### src/rtl/perfmon_pkg.sv
package perfmon_pkg;
  // Slots 0..3 are event counters; slot 4 is the cycle counter.
  localparam int NUM_SLOTS = 5;
  localparam int NUM_EVCNT = 4;
  localparam int CYC_SLOT  = 4;

  localparam logic [11:0] A_VERSION = 12'h000;
  localparam logic [11:0] A_CTRL    = 12'h004;
  localparam logic [11:0] A_CEN_SET = 12'h008;
  localparam logic [11:0] A_CEN_CLR = 12'h00C;
  localparam logic [11:0] A_IEN_SET = 12'h010;
  localparam logic [11:0] A_IEN_CLR = 12'h014;
  localparam logic [11:0] A_FLAGS   = 12'h018;
  localparam logic [11:0] A_CRST    = 12'h02C;
  localparam logic [11:0] A_CNT0    = 12'h034;
  localparam logic [11:0] A_CNT1    = 12'h038;
  localparam logic [11:0] A_CNT2_LO = 12'h03C;
  localparam logic [11:0] A_CNT3_LO = 12'h040;
  localparam logic [11:0] A_CNT3_HI = 12'h044;
  localparam logic [11:0] A_CYC     = 12'h048;
  localparam logic [11:0] A_CNT2_HI = 12'h054;
  localparam logic [7:0]  EVSEL_PAGE = 8'h20;  // 0x200..0x20C

  localparam logic [7:0] VERSION_ID = 8'h45;

  // Bus mask (bits 3:0 and 31) to slot vector.
  function automatic logic [NUM_SLOTS-1:0] mask_to_slots(input logic [31:0] m);
    return {m[31], m[3:0]};
  endfunction

  // Slot vector back to the bus mask layout.
  function automatic logic [31:0] slots_to_mask(input logic [NUM_SLOTS-1:0] s);
    return {s[CYC_SLOT], 27'd0, s[3:0]};
  endfunction

  function automatic logic [31:0] version_word();
    return {12'd0, VERSION_ID, 12'd0};
  endfunction
endpackage

### src/rtl/perfmon_evsel.sv
module perfmon_evsel #(
  parameter int NUM_EVENTS = 16
) (
  input  logic [NUM_EVENTS-1:0] ev_in,
  input  logic [7:0]            code,
  output logic                  hit
);
  // A code past the last input matches nothing.
  always_comb begin
    hit = 1'b0;
    for (int k = 0; k < NUM_EVENTS; k++) begin
      if (code == 8'(k)) hit = ev_in[k];
    end
  end
endmodule

### src/rtl/perfmon_counter.sv
module perfmon_counter #(
  parameter int W = 32
) (
  input  logic         clk,
  input  logic         rst_n,
  input  logic         clr,
  input  logic         inc,
  output logic [W-1:0] value,
  output logic         wrap
);
  // Clear has priority over increment; a cleared cycle never wraps.
  assign wrap = inc & ~clr & (&value);

  always_ff @(posedge clk or negedge rst_n) begin
    if (!rst_n)      value <= '0;
    else if (clr)    value <= '0;
    else if (inc)    value <= value + W'(1);
  end
endmodule

### src/rtl/perfmon_apb.sv
module perfmon_apb
  import perfmon_pkg::*;
#(
  parameter int SHORT_W    = 32,
  parameter int LONG_W     = 40,
  parameter int NUM_EVENTS = 16
) (
  input  logic                  pclk,
  input  logic                  presetn,
  input  logic                  psel,
  input  logic                  penable,
  input  logic                  pwrite,
  input  logic [11:0]           paddr,
  input  logic [31:0]           pwdata,
  output logic [31:0]           prdata,
  output logic                  pready,
  input  logic [NUM_EVENTS-1:0] ev_in,
  output logic                  irq
);
  localparam int HI_W = LONG_W - SHORT_W;

  // Programmed state
  logic                 glb_en;
  logic [1:0]           mode;
  logic [NUM_SLOTS-1:0] cnt_en;
  logic [NUM_SLOTS-1:0] int_en;
  logic [NUM_SLOTS-1:0] flags;
  logic [7:0]           ev_code [NUM_EVCNT];

  // Named internal events
  logic                 wr_en;
  logic                 evsel_wr;
  logic [NUM_SLOTS-1:0] ev_hit;
  logic [NUM_SLOTS-1:0] inc_slot;
  logic [NUM_SLOTS-1:0] clr_slot;
  logic [NUM_SLOTS-1:0] wrap_slot;
  logic [NUM_SLOTS-1:0] flag_clr;
  logic [LONG_W-1:0]    cnt_val [NUM_SLOTS];
  logic [SHORT_W-1:0]   cyc_cnt;
  logic [SHORT_W-1:0]   cnt0_val;

  assign pready   = 1'b1;
  assign wr_en    = psel & penable & pwrite;
  assign evsel_wr = wr_en && (paddr[11:4] == EVSEL_PAGE) && (paddr[1:0] == 2'b00);

  always_comb begin
    clr_slot = '0;
    flag_clr = '0;
    if (wr_en && paddr == A_CTRL) begin
      clr_slot[NUM_EVCNT-1:0] = {NUM_EVCNT{pwdata[1]}};
      clr_slot[CYC_SLOT]      = pwdata[2];
    end
    if (wr_en && paddr == A_CRST)  clr_slot = mask_to_slots(pwdata);
    if (wr_en && paddr == A_FLAGS) flag_clr = mask_to_slots(pwdata);
  end

  assign ev_hit[CYC_SLOT] = 1'b1;
  assign inc_slot = {NUM_SLOTS{glb_en}} & cnt_en & ev_hit;

  for (genvar i = 0; i < NUM_EVCNT; i++) begin : g_sel
    perfmon_evsel #(.NUM_EVENTS(NUM_EVENTS)) u_sel (
      .ev_in (ev_in),
      .code  (ev_code[i]),
      .hit   (ev_hit[i])
    );
  end

  for (genvar i = 0; i < NUM_SLOTS; i++) begin : g_cnt
    if (i == 2 || i == 3) begin : g_long
      perfmon_counter #(.W(LONG_W)) u_cnt (
        .clk(pclk), .rst_n(presetn), .clr(clr_slot[i]), .inc(inc_slot[i]),
        .value(cnt_val[i]), .wrap(wrap_slot[i])
      );
    end else begin : g_short
      logic [SHORT_W-1:0] v_short;
      perfmon_counter #(.W(SHORT_W)) u_cnt (
        .clk(pclk), .rst_n(presetn), .clr(clr_slot[i]), .inc(inc_slot[i]),
        .value(v_short), .wrap(wrap_slot[i])
      );
      assign cnt_val[i] = LONG_W'(v_short);
    end
  end

  assign cyc_cnt  = cnt_val[CYC_SLOT][SHORT_W-1:0];
  assign cnt0_val = cnt_val[0][SHORT_W-1:0];

  always_ff @(posedge pclk or negedge presetn) begin
    if (!presetn) begin
      glb_en  <= 1'b0;
      mode    <= 2'd0;
      cnt_en  <= '0;
      int_en  <= '0;
      flags   <= '0;
      for (int i = 0; i < NUM_EVCNT; i++) ev_code[i] <= 8'd0;
    end else begin
      // A wrap in the same cycle as a clear keeps the flag.
      flags <= (flags & ~flag_clr) | wrap_slot;
      if (wr_en) begin
        case (paddr)
          A_CTRL: begin
            glb_en <= pwdata[0];
            mode   <= pwdata[21:20];
          end
          A_CEN_SET: cnt_en <= cnt_en |  mask_to_slots(pwdata);
          A_CEN_CLR: cnt_en <= cnt_en & ~mask_to_slots(pwdata);
          A_IEN_SET: int_en <= int_en |  mask_to_slots(pwdata);
          A_IEN_CLR: int_en <= int_en & ~mask_to_slots(pwdata);
          default: ;
        endcase
      end
      if (evsel_wr) ev_code[paddr[3:2]] <= pwdata[7:0];
    end
  end

  assign irq = |(flags & int_en);

  logic [31:0] rd_word;
  always_comb begin
    rd_word = '0;
    case (paddr)
      A_VERSION:            rd_word = version_word();
      A_CTRL:               begin rd_word[21:20] = mode; rd_word[0] = glb_en; end
      A_CEN_SET, A_CEN_CLR: rd_word = slots_to_mask(cnt_en);
      A_IEN_SET, A_IEN_CLR: rd_word = slots_to_mask(int_en);
      A_FLAGS:              rd_word = slots_to_mask(flags);
      A_CNT0:               rd_word = 32'(cnt_val[0][SHORT_W-1:0]);
      A_CNT1:               rd_word = 32'(cnt_val[1][SHORT_W-1:0]);
      A_CNT2_LO:            rd_word = 32'(cnt_val[2][SHORT_W-1:0]);
      A_CNT3_LO:            rd_word = 32'(cnt_val[3][SHORT_W-1:0]);
      A_CNT2_HI:            rd_word = 32'(cnt_val[2][LONG_W-1:SHORT_W]);
      A_CNT3_HI:            rd_word = 32'(cnt_val[3][LONG_W-1:SHORT_W]);
      A_CYC:                rd_word = 32'(cnt_val[CYC_SLOT][SHORT_W-1:0]);
      default: begin
        if (paddr[11:4] == EVSEL_PAGE && paddr[1:0] == 2'b00)
          rd_word = {24'd0, ev_code[paddr[3:2]]};
      end
    endcase
  end

  assign prdata = (psel && !pwrite) ? rd_word : 32'd0;

  logic unused_hi;
  assign unused_hi = (HI_W > 0) ? 1'b0 : 1'b1;
endmodule

### config.mk
export PLATFORM = sky130hd
export DESIGN_NAME = perfmon_apb
export DESIGN_NICKNAME = d
export VERILOG_FILES = /design/src/rtl/perfmon_pkg.sv /design/src/rtl/perfmon_evsel.sv /design/src/rtl/perfmon_counter.sv /design/src/rtl/perfmon_apb.sv
export SDC_FILE = /design/constraint.sdc
export NUM_CORES = 1
export LEC_CHECK = 0
export CORE_MARGIN = 2
export CORE_UTILIZATION = 30
export DETAILED_ROUTE_END_ITERATION = 10
export SETUP_SLACK_MARGIN = 0.2
export SLEW_MARGIN = 20
export SYNTH_ARGS = -nofsm -noshare
export SYNTH_HDL_FRONTEND = slang
export SYNTH_SLANG_ARGS = --single-unit
### constraint.sdc
create_clock -name pclk -period 3.6 [get_ports pclk]
set_clock_uncertainty 0.05 [all_clocks]
set_input_delay 0.54 -clock pclk [delete_from_list [all_inputs] [get_ports pclk]]
set_output_delay 0.54 -clock pclk [all_outputs]
set_load 0.02 [all_outputs]
==> impl_results.md <==
* Warnings, synthesis at 0
* Top cell type's share of synthesized area at 0.391
* CP Capture Type: primary output
* # Max-Cap Violations at 0
* Port Buffers at 76
* Initial Util at 0.303
* Most frequent CP cell: buf_4
* Routed Antenna Nets at 0
* # H-tree levels at 1
* Status: complete, no violations
* Chip width at 223 um
* Ant. Diodes at 0
* Nets@finish at ~1900
* Worst Max-Slew Pin Slew at 0.840 ns
* CP max stage delay at 0.47 ns
* Gr ovfl total at 0
* Cell Rows at 80
* Relative slew slack at 0.439
* Peak VDD IR at between 200 and 250 uV
* Crit path kind: input port to primary output
* CTS root buffer: clkbuf_16
* CTS Buf Count at 26
* Register area share after synthesis at 0.391
* Ports at 99
* Clock Latency Late Sink at 0.58 ns
* Slew Limit Fails at 0
* DR vias at between 10000 and 15000
* Die ar. at 49900 um^2
* Async SR Flop Fraction at 1.00
* Crit start category: input port
* Most frequent cells after synthesis: dfrtp_1 (226), a21oi_1 (153), nand2_1 (142)
* Final period util at 0.934
* Final setup violation count at 0
* Ys flop type: dfrtp_1
* Yosys cell types at 79
* Final min period at ~3.4 ns
* Largest net degree at the start of global routing at 72
* Post-synth top area cell: dfrtp_1
* Synth top area cells: dfrtp_1 (39%), a21oi_1 (5.3%), o31ai_1 (3.8%), or4_1 (3.7%), mux2_2 (3.7%)
* Cell Area, Synth at 14400 um^2
* Crit-path cells: buf_2, buf_4, mux2_2, nand3_1, o21ai_0, a222oi_1, a31oi_2, buf_4, buf_6
* Synth Instances at 1628
* Most frequent cell after synthesis: dfrtp_1
* Leakage at roughly 7 nW
* Syn Area/Cell at slightly below 9 um^2
* CTS tree: built
* Fmax at 298 MHz
* Hold Crit Class: register to register
* WL/cell at 22.4 um
* Core Area at 47600 um^2
* Syn nets at 1698
* Required time worst endpoint at 3.01 ns
* CP Buf/Inv Count at 4
* DRT Pass-1 Iters at 8
* Crit-path max FO at 13
* Drt drc at 0
* Post-route design area at 18000 um^2
* Placer Congestion at ~0.95
* CP max stage cell: a222oi_1
* PD cells at 314 nW/um^2
* Worst-path clk slew at around 0.06 ns
* Via density at 5.98
* Fin util at 0.377
* Total Wirelength at ~54000 um
* Hold slack final at 0.484 ns
* Placed cell areas at 16800 um^2
* Die height at 223 um
* Critical path's top delay family: compound AO/OA/AOI/OAI gates
* Global-route wire length before repair at between 80000 and 90000 um
* Worst EP arrival at between 2 and 3 ns
* GRT Total Usage at 0.214
* Sink Count at 226
* Share of cells above drive strength 1 at 0.194
* Layout area overhead at 24.3%
* RSZ-0062 raised after global routing: no
* Setup_tns at 0 ns
* Synthesis-stage register bit count at 226
* Vias in the first global route at 13900
* Post-synth EDFFs at 0
* Final hold violation count at 0
* Antenna violations before repair at 1
* Initial DRC Count at around 1500
* DPL Wire Length at 40100 um
* Clk buf depth at 3
## power breakdown
group          internal [mW]  switching [mW]
Clock                   1.61            1.14
Sequential              2.54         0.00531
Combinational          0.133           0.206
Total                   4.29            1.35
## what timing repair did
item | in CTS | in global routing
cloned | 1 | 0
setup buffers | 13 | 7
pin swaps | 19 | 13
hold endpoints to repair | 61 | 0
setup endpoints to repair | 32 | 28
resized for setup | 115 | 38
hold buffers | 1 | 0
## placed cells by master, fill, tap and decap left out, types with 8 or more instances in the layout
cell and n:
a22o_1 11, xnor2_1 17, a221oi_1 11, or3_1 55
nor4_1 15, nand3b_1 8, mux4_2 13, nand3_1 75
inv_1 43, mux2_2 48, o21ai_1 15, and2_1 12
and4_1 14, a21oi_1 151, xor2_1 19, clkbuf_16 26
o21ai_0 78, or4_1 71, buf_6 16, clkdlybuf4s50_1 33
nor3b_1 11, mux2i_1 38, nand2_1 142, nor2_1 87
o41ai_1 9, buf_2 13, nand4_1 50, o31ai_1 73
dfrtp_1 226, nor3_1 23, buf_4 142, a22oi_1 10
a222oi_1 25, clkbuf_2 8, and3_1 36, buf_12 15
## logic make-up after synthesis
kind of cell / after synthesis / share of synthesized area
AND/OR/NAND/NOR: 652 / 0.249
AO/OA/AOI/OAI: 448 / 0.203
flip-flops: 226 / 0.391
buffers and inverters: 158 / 0.0444
multiplexers: 102 / 0.0863
XOR/XNOR: 36 / 0.0218
adder cells (fa/ha/maj): 5 / 0.00433
other: 1 / 0.000260
## path summary, 6_finish.rpt
check	endpoint	depth (start not counted)	slack [ns]	start
worst max-delay path	prdata[0]	9	0.24	paddr[3]
worst min-delay path	mode[0]	1	0.48	mode[0]
worst max register to register	g_cnt[2].g_long.u_cnt.value[37]	7	0.63	ev_code[8]
worst min register to register	mode[0]	1	0.48	mode[0]
max in group asynchronous	g_cnt[3].g_long.u_cnt.value[20]	3	2.07	presetn
min in group asynchronous	ev_code[24]	2	0.49	presetn
## per-layer routing
| metal | GRT usage | vias up | share of wire |
|---|---|---|---|
| li1 | - | 6575 | - |
| met5 | 0 | - | 0.00020 |
| met2 | 0.339 | 577 | 0.45 |
| met3 | 0.0390 | 121 | 0.083 |
| met1 | 0.290 | 7198 | 0.42 |
| met4 | 0.0832 | 2 | 0.040 |
## sequential cells by signal (all words and copies together) (netlist names), named ones only
name and count:
mode 2, glb_en 1, g_cnt.g_short.u_cnt.value 96, flags 5
g_cnt.g_long.u_cnt.value 80, ev_code 32
## metrics by stage
step                worst slack, ns  std cells  total power [mW]
floorplan                     0.226       1628              2.70
global placement             -0.613       2353              2.91
detailed placement           -0.579       2353              2.92
CTS                           0.203       2414              5.67
global route                  0.198       2421              5.81
finish                        0.239       2421              5.63
## area by class of cell
class / count / area, um^2
clock buffer: 39 / 769
multi-input combinational: 1244 / 8320
inverter: 44 / 165
sequential: 226 / 5660
timing repair buffer: 246 / 2180
tap: 615 / 769
fill: 4795 / 29700
clock inverter: 7 / 96.3
(Power assumes the default switching activity.)
